==> config.mk <==
export PLATFORM = sky130hd
export DESIGN_NAME = disp_tgen
export DESIGN_NICKNAME = d
export VERILOG_FILES = /design/src/rtl/disp_tgen_pkg.sv /design/src/rtl/disp_tgen_regs.sv /design/src/rtl/disp_tgen_hphase.sv /design/src/rtl/disp_tgen_win.sv /design/src/rtl/disp_tgen.sv
export SDC_FILE = /design/constraint.sdc
export NUM_CORES = 1
export LEC_CHECK = 0
export ABC_AREA = 1
export BUFFER_PORTS_ARGS = -buffer_cell sky130_fd_sc_hd__buf_2
export CAP_MARGIN = 30
export CORE_MARGIN = 3
export CORE_UTILIZATION = 35
export CTS_BUF_LIST = sky130_fd_sc_hd__clkbuf_16
export CTS_CLUSTER_DIAMETER = 150
export DETAILED_ROUTE_END_ITERATION = 12
export PLACE_DENSITY_LB_ADDON = 0.05
export SYNTH_ARGS = -nofsm -noshare
export SYNTH_HDL_FRONTEND = slang
export SYNTH_SLANG_ARGS = --single-unit
export TNS_END_PERCENT = 30
==> constraint.sdc <==
create_clock -name clk -period 4.89 [get_ports clk]
set_input_delay 0.2445 -clock clk [delete_from_list [all_inputs] [get_ports clk]]
set_output_delay 0.2445 -clock clk [all_outputs]
set_load 0.01 [all_outputs]
==> src/rtl/disp_tgen_pkg.sv <==
package disp_tgen_pkg;
  typedef enum logic [2:0] {
    PH_FRONT = 3'd0,
    PH_HSYNC = 3'd1,
    PH_BACK  = 3'd2,
    PH_LBORD = 3'd3,
    PH_IMAGE = 3'd4,
    PH_RBORD = 3'd5
  } phase_e;

  typedef logic [3:0] raddr_t;

  localparam raddr_t A_CTRL   = 4'd0;
  localparam raddr_t A_STAT   = 4'd1;
  localparam raddr_t A_HTOT   = 4'd2;
  localparam raddr_t A_VTOT   = 4'd3;
  localparam raddr_t A_HSYNC  = 4'd4;
  localparam raddr_t A_HBACK  = 4'd5;
  localparam raddr_t A_HLBORD = 4'd6;
  localparam raddr_t A_HIMG   = 4'd7;
  localparam raddr_t A_HFRONT = 4'd8;
  localparam raddr_t A_HIRQ   = 4'd9;
  localparam raddr_t A_VIRQ   = 4'd10;
  localparam raddr_t A_VSYNC  = 4'd11;
  localparam raddr_t A_SYNCOFF = 4'd12;
  localparam raddr_t A_BORDER = 4'd13;
  localparam raddr_t A_HCOUNT = 4'd14;
  localparam raddr_t A_VCOUNT = 4'd15;

  localparam int NTIM = int'(A_VSYNC) - int'(A_HTOT) + 1;
endpackage

==> src/rtl/disp_tgen_regs.sv <==
module disp_tgen_regs
  import disp_tgen_pkg::*;
#(
  parameter int CW   = 12,
  parameter int COLW = 24
) (
  input  logic            clk,
  input  logic            rst,
  input  logic            wen,
  input  raddr_t          addr,
  input  logic [31:0]     wdata,
  output logic [31:0]     rdata,
  input  logic [CW-1:0]   hcnt,
  input  logic [CW-1:0]   vcnt,
  input  logic            hset,
  input  logic            vset,
  input  logic            frame_end,
  output logic            en,
  output logic            hmask,
  output logic            vmask,
  output logic            hs_off,
  output logic            vs_off,
  output logic [CW-1:0]   htotal,
  output logic [CW-1:0]   vtotal,
  output logic [CW-1:0]   hsync_at,
  output logic [CW-1:0]   hback_at,
  output logic [CW-1:0]   hlbord_at,
  output logic [CW-1:0]   himg_lo,
  output logic [CW-1:0]   himg_hi,
  output logic [CW-1:0]   hfront_at,
  output logic [CW-1:0]   hirq_lo,
  output logic [CW-1:0]   hirq_hi,
  output logic [CW-1:0]   virq_lo,
  output logic [CW-1:0]   virq_hi,
  output logic [CW-1:0]   vs_lo,
  output logic [CW-1:0]   vs_hi,
  output logic [COLW-1:0] border,
  output logic            hstat,
  output logic            vstat,
  output logic            fb_cur
);
  localparam int PADW = 16 - CW;
  localparam int CPAD = 32 - CW;
  localparam int BPAD = 32 - COLW;

  logic [CW-1:0] lo_q [NTIM];
  logic [CW-1:0] hi_q [NTIM];
  logic          fb_next;

  // one low/high field pair per timing word
  for (genvar i = 0; i < NTIM; i++) begin : g_tim
    always_ff @(posedge clk) begin
      if (rst) begin
        lo_q[i] <= '0;
        hi_q[i] <= '0;
      end else if (wen && addr == raddr_t'(i + int'(A_HTOT))) begin
        lo_q[i] <= wdata[CW-1:0];
        hi_q[i] <= wdata[16+CW-1:16];
      end
    end
  end

  assign htotal    = lo_q[A_HTOT   - A_HTOT];
  assign vtotal    = lo_q[A_VTOT   - A_HTOT];
  assign hsync_at  = lo_q[A_HSYNC  - A_HTOT];
  assign hback_at  = lo_q[A_HBACK  - A_HTOT];
  assign hlbord_at = lo_q[A_HLBORD - A_HTOT];
  assign himg_lo   = lo_q[A_HIMG   - A_HTOT];
  assign himg_hi   = hi_q[A_HIMG   - A_HTOT];
  assign hfront_at = lo_q[A_HFRONT - A_HTOT];
  assign hirq_lo   = lo_q[A_HIRQ   - A_HTOT];
  assign hirq_hi   = hi_q[A_HIRQ   - A_HTOT];
  assign virq_lo   = lo_q[A_VIRQ   - A_HTOT];
  assign virq_hi   = hi_q[A_VIRQ   - A_HTOT];
  assign vs_lo     = lo_q[A_VSYNC  - A_HTOT];
  assign vs_hi     = hi_q[A_VSYNC  - A_HTOT];

  logic clr_h, clr_v;
  assign clr_h = wen && addr == A_STAT && wdata[16];
  assign clr_v = wen && addr == A_STAT && wdata[17];

  always_ff @(posedge clk) begin
    if (rst) begin
      en <= 1'b0; hmask <= 1'b0; vmask <= 1'b0;
      hs_off <= 1'b0; vs_off <= 1'b0;
      border <= '0; fb_next <= 1'b0; fb_cur <= 1'b0;
      hstat <= 1'b0; vstat <= 1'b0;
    end else begin
      if (wen && addr == A_CTRL) begin
        en <= wdata[0]; hmask <= wdata[8]; vmask <= wdata[9];
      end
      if (wen && addr == A_SYNCOFF) begin
        hs_off <= wdata[0]; vs_off <= wdata[8];
      end
      if (wen && addr == A_BORDER) border <= wdata[COLW-1:0];
      if (wen && addr == A_STAT) fb_next <= wdata[0];
      if (frame_end) fb_cur <= fb_next;
      hstat <= hset | (hstat & ~clr_h);
      vstat <= vset | (vstat & ~clr_v);
    end
  end

  raddr_t tidx;
  assign tidx = addr - A_HTOT;

  always_ff @(posedge clk) begin
    if (rst) begin
      rdata <= '0;
    end else begin
      case (addr)
        A_CTRL:    rdata <= {22'd0, vmask, hmask, 7'd0, en};
        A_STAT:    rdata <= {14'd0, vstat, hstat, 11'd0, fb_cur, 3'd0, fb_next};
        A_SYNCOFF: rdata <= {23'd0, vs_off, 7'd0, hs_off};
        A_BORDER:  rdata <= {{BPAD{1'b0}}, border};
        A_HCOUNT:  rdata <= {{CPAD{1'b0}}, hcnt};
        A_VCOUNT:  rdata <= {{CPAD{1'b0}}, vcnt};
        default:   rdata <= {{PADW{1'b0}}, hi_q[tidx], {PADW{1'b0}}, lo_q[tidx]};
      endcase
    end
  end


  w1c_clear_chk: assert property (@(posedge clk) disable iff (rst)
    (wen && addr == A_STAT && wdata[16] && !hset) |=> !hstat);

  hstat_set_chk: assert property (@(posedge clk) disable iff (rst)
    hset |=> hstat);

  fb_hold_chk: assert property (@(posedge clk) disable iff (rst)
    !frame_end |=> $stable(fb_cur));
endmodule

==> src/rtl/disp_tgen_hphase.sv <==
module disp_tgen_hphase
  import disp_tgen_pkg::*;
#(
  parameter int CW = 12
) (
  input  logic          clk,
  input  logic          rst,
  input  logic          en,
  input  logic          pix_en,
  input  logic [CW-1:0] htotal,
  input  logic [CW-1:0] vtotal,
  input  logic [CW-1:0] hsync_at,
  input  logic [CW-1:0] hback_at,
  input  logic [CW-1:0] hlbord_at,
  input  logic [CW-1:0] himg_lo,
  input  logic [CW-1:0] himg_hi,
  input  logic [CW-1:0] hfront_at,
  output logic [CW-1:0] hcnt,
  output logic [CW-1:0] vcnt,
  output phase_e        phase,
  output logic          tick,
  output logic          line0,
  output logic          frame_end
);
  localparam int NPH = 6;

  // index 0 is the highest priority
  function automatic phase_e ph_of(input int i);
    case (i)
      0:       return PH_HSYNC;
      1:       return PH_BACK;
      2:       return PH_LBORD;
      3:       return PH_IMAGE;
      4:       return PH_RBORD;
      default: return PH_FRONT;
    endcase
  endfunction

  logic [CW-1:0]  at_v [NPH];
  logic [NPH-1:0] hit;
  phase_e         nxt;

  assign at_v[0] = hsync_at;
  assign at_v[1] = hback_at;
  assign at_v[2] = hlbord_at;
  assign at_v[3] = himg_lo;
  assign at_v[4] = himg_hi;
  assign at_v[5] = hfront_at;

  for (genvar i = 0; i < NPH; i++) begin : g_cmp
    assign hit[i] = (hcnt == at_v[i]);
  end

  always_comb begin
    nxt = phase;
    for (int i = NPH - 1; i >= 0; i--) begin
      if (hit[i]) nxt = ph_of(i);
    end
  end

  logic hwrap;
  assign tick      = en && pix_en;
  assign hwrap     = (hcnt == htotal);
  assign line0     = tick && (hcnt == '0);
  assign frame_end = tick && hwrap && (vcnt == vtotal);

  always_ff @(posedge clk) begin
    if (rst || !en) begin
      hcnt  <= '0;
      vcnt  <= '0;
      phase <= PH_FRONT;
    end else if (tick) begin
      phase <= nxt;
      if (hwrap) begin
        hcnt <= '0;
        vcnt <= (vcnt == vtotal) ? '0 : vcnt + 1'b1;
      end else begin
        hcnt <= hcnt + 1'b1;
      end
    end
  end


  hwrap_chk: assert property (@(posedge clk) disable iff (rst)
    (tick && hcnt == htotal) |=> (hcnt == '0));

  pixen_hold_chk: assert property (@(posedge clk) disable iff (rst)
    (en && !pix_en) |=> ($stable(hcnt) && $stable(vcnt) && $stable(phase)));

  off_clear_chk: assert property (@(posedge clk) disable iff (rst)
    !en |=> (hcnt == '0 && vcnt == '0));

  sync_wins_chk: assert property (@(posedge clk) disable iff (rst)
    (tick && hcnt == hsync_at) |=> (phase == PH_HSYNC));
endmodule

==> src/rtl/disp_tgen_win.sv <==
module disp_tgen_win #(
  parameter int CW = 12
) (
  input  logic          clk,
  input  logic          rst,
  input  logic          clr,
  input  logic          gate,
  input  logic [CW-1:0] cnt,
  input  logic [CW-1:0] lo,
  input  logic [CW-1:0] hi,
  output logic          win,
  output logic          hit
);
  assign hit = gate && (cnt == lo);

  always_ff @(posedge clk) begin
    if (rst || clr)                win <= 1'b0;
    else if (hit)                  win <= 1'b1;
    else if (gate && cnt == hi)    win <= 1'b0;
  end


  win_open_chk: assert property (@(posedge clk) disable iff (rst)
    (hit && !clr) |=> win);

  win_clr_chk: assert property (@(posedge clk) disable iff (rst)
    clr |=> !win);
endmodule

==> src/rtl/disp_tgen.sv <==
module disp_tgen
  import disp_tgen_pkg::*;
#(
  parameter int CW   = 12,
  parameter int COLW = 24
) (
  input  logic            clk,
  input  logic            rst,
  input  logic            pix_en,
  input  logic            reg_wen,
  input  logic [3:0]      reg_addr,
  input  logic [31:0]     reg_wdata,
  output logic [31:0]     reg_rdata,
  output logic            hsync,
  output logic            vsync,
  output logic            pix_req,
  output logic [COLW-1:0] pix_rgb,
  output logic            irq_h,
  output logic            irq_v,
  output logic            fb_sel
);
  logic en, hmask, vmask, hs_off, vs_off, hstat, vstat, fb_cur;
  logic [CW-1:0] htotal, vtotal, hsync_at, hback_at, hlbord_at, himg_lo, himg_hi;
  logic [CW-1:0] hfront_at, hirq_lo, hirq_hi, virq_lo, virq_hi, vs_lo, vs_hi;
  logic [CW-1:0] hcnt, vcnt;
  logic [COLW-1:0] border;
  logic tick, line0, frame_end;
  logic hwin, hset, vwin, vset, swin, sset;
  phase_e phase;

  disp_tgen_regs #(.CW(CW), .COLW(COLW)) u_regs (
    .clk(clk), .rst(rst), .wen(reg_wen), .addr(reg_addr), .wdata(reg_wdata),
    .rdata(reg_rdata), .hcnt(hcnt), .vcnt(vcnt), .hset(hset), .vset(vset),
    .frame_end(frame_end), .en(en), .hmask(hmask), .vmask(vmask),
    .hs_off(hs_off), .vs_off(vs_off), .htotal(htotal), .vtotal(vtotal),
    .hsync_at(hsync_at), .hback_at(hback_at), .hlbord_at(hlbord_at),
    .himg_lo(himg_lo), .himg_hi(himg_hi), .hfront_at(hfront_at),
    .hirq_lo(hirq_lo), .hirq_hi(hirq_hi), .virq_lo(virq_lo), .virq_hi(virq_hi),
    .vs_lo(vs_lo), .vs_hi(vs_hi), .border(border), .hstat(hstat),
    .vstat(vstat), .fb_cur(fb_cur)
  );

  disp_tgen_hphase #(.CW(CW)) u_hphase (
    .clk(clk), .rst(rst), .en(en), .pix_en(pix_en), .htotal(htotal),
    .vtotal(vtotal), .hsync_at(hsync_at), .hback_at(hback_at),
    .hlbord_at(hlbord_at), .himg_lo(himg_lo), .himg_hi(himg_hi),
    .hfront_at(hfront_at), .hcnt(hcnt), .vcnt(vcnt), .phase(phase),
    .tick(tick), .line0(line0), .frame_end(frame_end)
  );

  disp_tgen_win #(.CW(CW)) u_hirq (
    .clk(clk), .rst(rst), .clr(!en), .gate(tick), .cnt(hcnt),
    .lo(hirq_lo), .hi(hirq_hi), .win(hwin), .hit(hset)
  );

  disp_tgen_win #(.CW(CW)) u_virq (
    .clk(clk), .rst(rst), .clr(!en), .gate(line0), .cnt(vcnt),
    .lo(virq_lo), .hi(virq_hi), .win(vwin), .hit(vset)
  );

  disp_tgen_win #(.CW(CW)) u_vsync (
    .clk(clk), .rst(rst), .clr(!en), .gate(line0), .cnt(vcnt),
    .lo(vs_lo), .hi(vs_hi), .win(swin), .hit(sset)
  );

  logic in_border;
  assign in_border = (phase == PH_LBORD) || (phase == PH_RBORD);

  assign hsync   = (phase == PH_HSYNC) && !hs_off;
  assign vsync   = swin && !vs_off;
  assign pix_req = (phase == PH_IMAGE);
  assign pix_rgb = in_border ? border : '0;
  assign irq_h   = hwin && hstat && !hmask;
  assign irq_v   = vwin && vstat && !vmask;
  assign fb_sel  = fb_cur;


  vsync_open_chk: assert property (@(posedge clk) disable iff (rst)
    (sset && en) |=> (vsync || vs_off));
endmodule

==> metrics.md <==
| Metric | Value |
|---|---|
| Via count | approximately 14000 |
| DP Worst Slack | between 2000 and 2500 ps |
| GRT overflow | 0 |
| Crit end category | register |
| DPL Wire Length | 44900 µm |
| Maximum VDD drop | roughly 0.26 mV |
| Layout Area Growth over Synthesis | 14.9% |
| DRT Wirelength | approximately 64000 µm |
| Slew Viols, Final | 0 |
| Least-Margin Pin Slew | around 1000 ps |
| Overall power | around 6.7 mW |
| Commonest non-fill, non-tap cell in the layout | nand2_1 |
| Htree depth | 2 |
| TNS Setup | 0 ps |
| Via/cell ratio | ~5.2 |
| Setup ws final | about 2100 ps |
| Drt drc | 0 |
| Final worst-path cycle share | 0.566 |
| Die ar. | a little over 50000 µm² |
| Post-Syn Area | around 17000 µm² |
| GPL Wtd Cong | between 0.8 and 0.9 |
| Final #Nets | ~2000 |
| Die Y | between 200 and 250 µm |
| First-pass GRT wire length | 91700 µm |
| Pre-antenna DRT Iters | 7 |
| Top cell type's share of synthesized area | 0.432 |
| Max-cap viol count | 0 |
| Clock sinks | roughly 330 |
| Final ANT Viol Nets | 0 |
| Total GRT Usage | 0.250 |
| # rows | between 70 and 80 |
| CTS tree | done |
| Seq/Total Area, Yosys | 0.541 |
| Hold Path Class | in2reg |
| Antenna violations before repair | 1 |
| Internal power | 4.95 mW |
| Ys flop type | edfxtp_1 |
| Synth Area in Compound Gates | 0.0927 |
| Tmin final | 2770 ps |
| Fmax | between 300 and 400 MHz |
| Largest net degree at the start of global routing | 49 |
| DRT iter0 DRCs | around 1200 |
| Xor-xnor portion of the synthesized cell area | 0.0649 |
| Num CTS Buffers | 40 |
| Gate power share | 0.095 |
| Postcts setup bufs | 0 |
| Avg Inst Size Synth | just under 9 µm² |
| Unrepaired setup endpoints after global routing | no |
| Post-synth EDFFs | between 200 and 250 |
| Synth Register Bits | between 300 and 400 |
| Placement Cell Area | between 15000 and 20000 µm² |
| Finished Layout Cells | around 2600 |
| Adder-cell area share of the yosys netlist | 0.00300 |
| Worst-path clk slew | around 60 ps |
| Crit-path max FO | 11 |
| Worst clock skew | between 20 and 30 ps |
| Min Hold Slack | between 20 and 30 ps |
| Clock Power Share | 0.419 |
| Status | completed |
| Yosys top cell by area | edfxtp_1 |
| I/O Pins | 102 |
| Die X | 224 µm |
| Layout cells sized above 1 | 0.127 |
| Later-pin clock latency in the skew report | 570 ps |
| Hold buffer count at CTS | 21 |
| Synth top area cells | edfxtp_1, dfxtp_1, nand2_1, nor2_1, xnor2_1 |
| Power per cell area | 348 nW/µm² |
| Wirelength per Cell | roughly 24 µm |
| Vias in the first global route | approximately 13000 |
| Mux cell area share after synthesis | 0 |
| Flop pwr share | 0.485 |
| Critical path class | reg2reg |
| Layout filler cell count | about 4800 |
| Initial Util | 0.356 |
| Fin util | 0.410 |
| Largest family of logic cells by synthesized area | simple AND/OR/NAND/NOR gates |
| CP required | around 5400 ps |
| Final Instance Area | around 19000 µm² |
| Sw Share | 0.260 |
| Count of different cell masters after synthesis | 50 |
| Ys async rst share | 0 |
| CTS Buffer Depth | 3 |
| Sw power | 1.74 mW |
| Final setup vio count | 0 |
| DP Cell Count | 2534 |
| Simple-gate share of the synthesized area | 0.227 |
| Most frequent cells in the layout | nand2_1, nor2_1, edfxtp_1 |
| Max_slew headroom | 0.324 |
| Leakage power | ~7.4 nW |
| Mapped Cells | between 1500 and 2000 |
| Synth Warn # | 0 |
| Port Buf Inserts | between 90 and 100 |
| Final Hold Vio Count | 0 |
| Critical Path AT | ~3200 ps |
| CP Launch Type | register |
| Core Region | ~47000 µm² |
| CTS resizes | 0 |
| Root buf cell | clkbuf_16 |
[worst max-delay path: stages, from the launching register on]
cell and delay [ps]:
dfxtp_1 770, clkinv_1 720, nand2_1 210, nand4_1 110, nor2_1 90, nand2_1 50, nor2_1 230, nor2_1 90
nand2_1 90, nand2_1 110, nor2_1 140, nor2_1 50
[power groups by stage]
stage,Combinational [mW],Clock [mW],Sequential (mW)
detailed placement,0.628,0,3.30
global placement,0.627,0,3.30
finish,0.637,2.80,3.24
floorplan,0.354,0,3.29
global route,0.691,2.97,3.26
CTS,0.644,2.86,3.24
[worst paths after layout]
path                    startpoint                 to  slack (ps)  cells after the start
setup reg to reg  u_hphase.hcnt[7]  u_hphase.phase[0]        2120                     11
setup / recovery  u_hphase.hcnt[7]  u_hphase.phase[0]        2120                     11
hold reg to reg        u_vsync.win        u_vsync.win         470                      2
hold / removal              pix_en   u_hphase.hcnt[1]          30                      3
[routing by layer]
metal | vias up | share of wire | GRT usage
met3 | 95 | 0.053 | 0.0377
met2 | 378 | 0.46 | 0.403
li1 | 6500 | - | -
met5 | - | 0 | 0
met4 | 0 | 0.030 | 0.0777
met1 | 6741 | 0.45 | 0.349
[cell usage after synthesis (all sizes together) (2+ instances only)]
| cell type | number |
|---|---|
| o211ai | 15 |
| a22oi | 19 |
| and3 | 2 |
| o2111ai | 15 |
| buf | 59 |
| xnor2 | 96 |
| nand2 | 389 |
| nor3 | 16 |
| clkbuf | 46 |
| o22ai | 26 |
| o221ai | 7 |
| nand4 | 38 |
| clkinv | 25 |
| o311ai | 2 |
| inv | 146 |
| ha | 4 |
| a31oi | 13 |
| nor2 | 361 |
| or2 | 6 |
| nand3 | 70 |
| xor2 | 26 |
| o31ai | 4 |
| o2bb2ai | 2 |
| nor4 | 10 |
| nor3b | 8 |
| a41oi | 4 |
| edfxtp | 240 |
| o21ai | 75 |
| a21oi | 70 |
| dfxtp | 91 |
[cell families (layout without fill, tap and decap cells)]
| family | Yosys count | in the layout |
|---|---|---|
| AOI/OAI and AO/OA | 256 | 256 |
| xor gates and xnor gates | 122 | 122 |
| adders and majority gates | 4 | 4 |
| buffers and inverters | 276 | 402 |
| DFF | 331 | 331 |
| other | 1 | 5 |
| and+or+nand+nor | 901 | 901 |
[cell type report]
type / count / area, µm² / area share
tap: 607 / 759 / 0.0396
timing repair buffer: 159 / 1010 / 0.0528
inverter: 171 / 642 / 0.0334
multi-input combinational: 1287 / 6530 / 0.340
clock inverter: 30 / 163 / 0.00847
clock buffer: 42 / 1050 / 0.0548
antenna: 1 / 2.50 / 0.000130
sequential: 331 / 9030 / 0.470
[sequential cells by signal, summed over array words and instances, names as in the netlist, 3 cells and up]
| name | flops |
|---|---|
| u_regs.hi_q | 120 |
| u_regs.lo_q | 120 |
| u_regs.rdata | 28 |
| u_regs.border | 24 |
| u_hphase.hcnt | 12 |
| u_hphase.vcnt | 12 |
| u_hphase.phase | 3 |
Note: power is estimated with default switching activity, not from simulation.
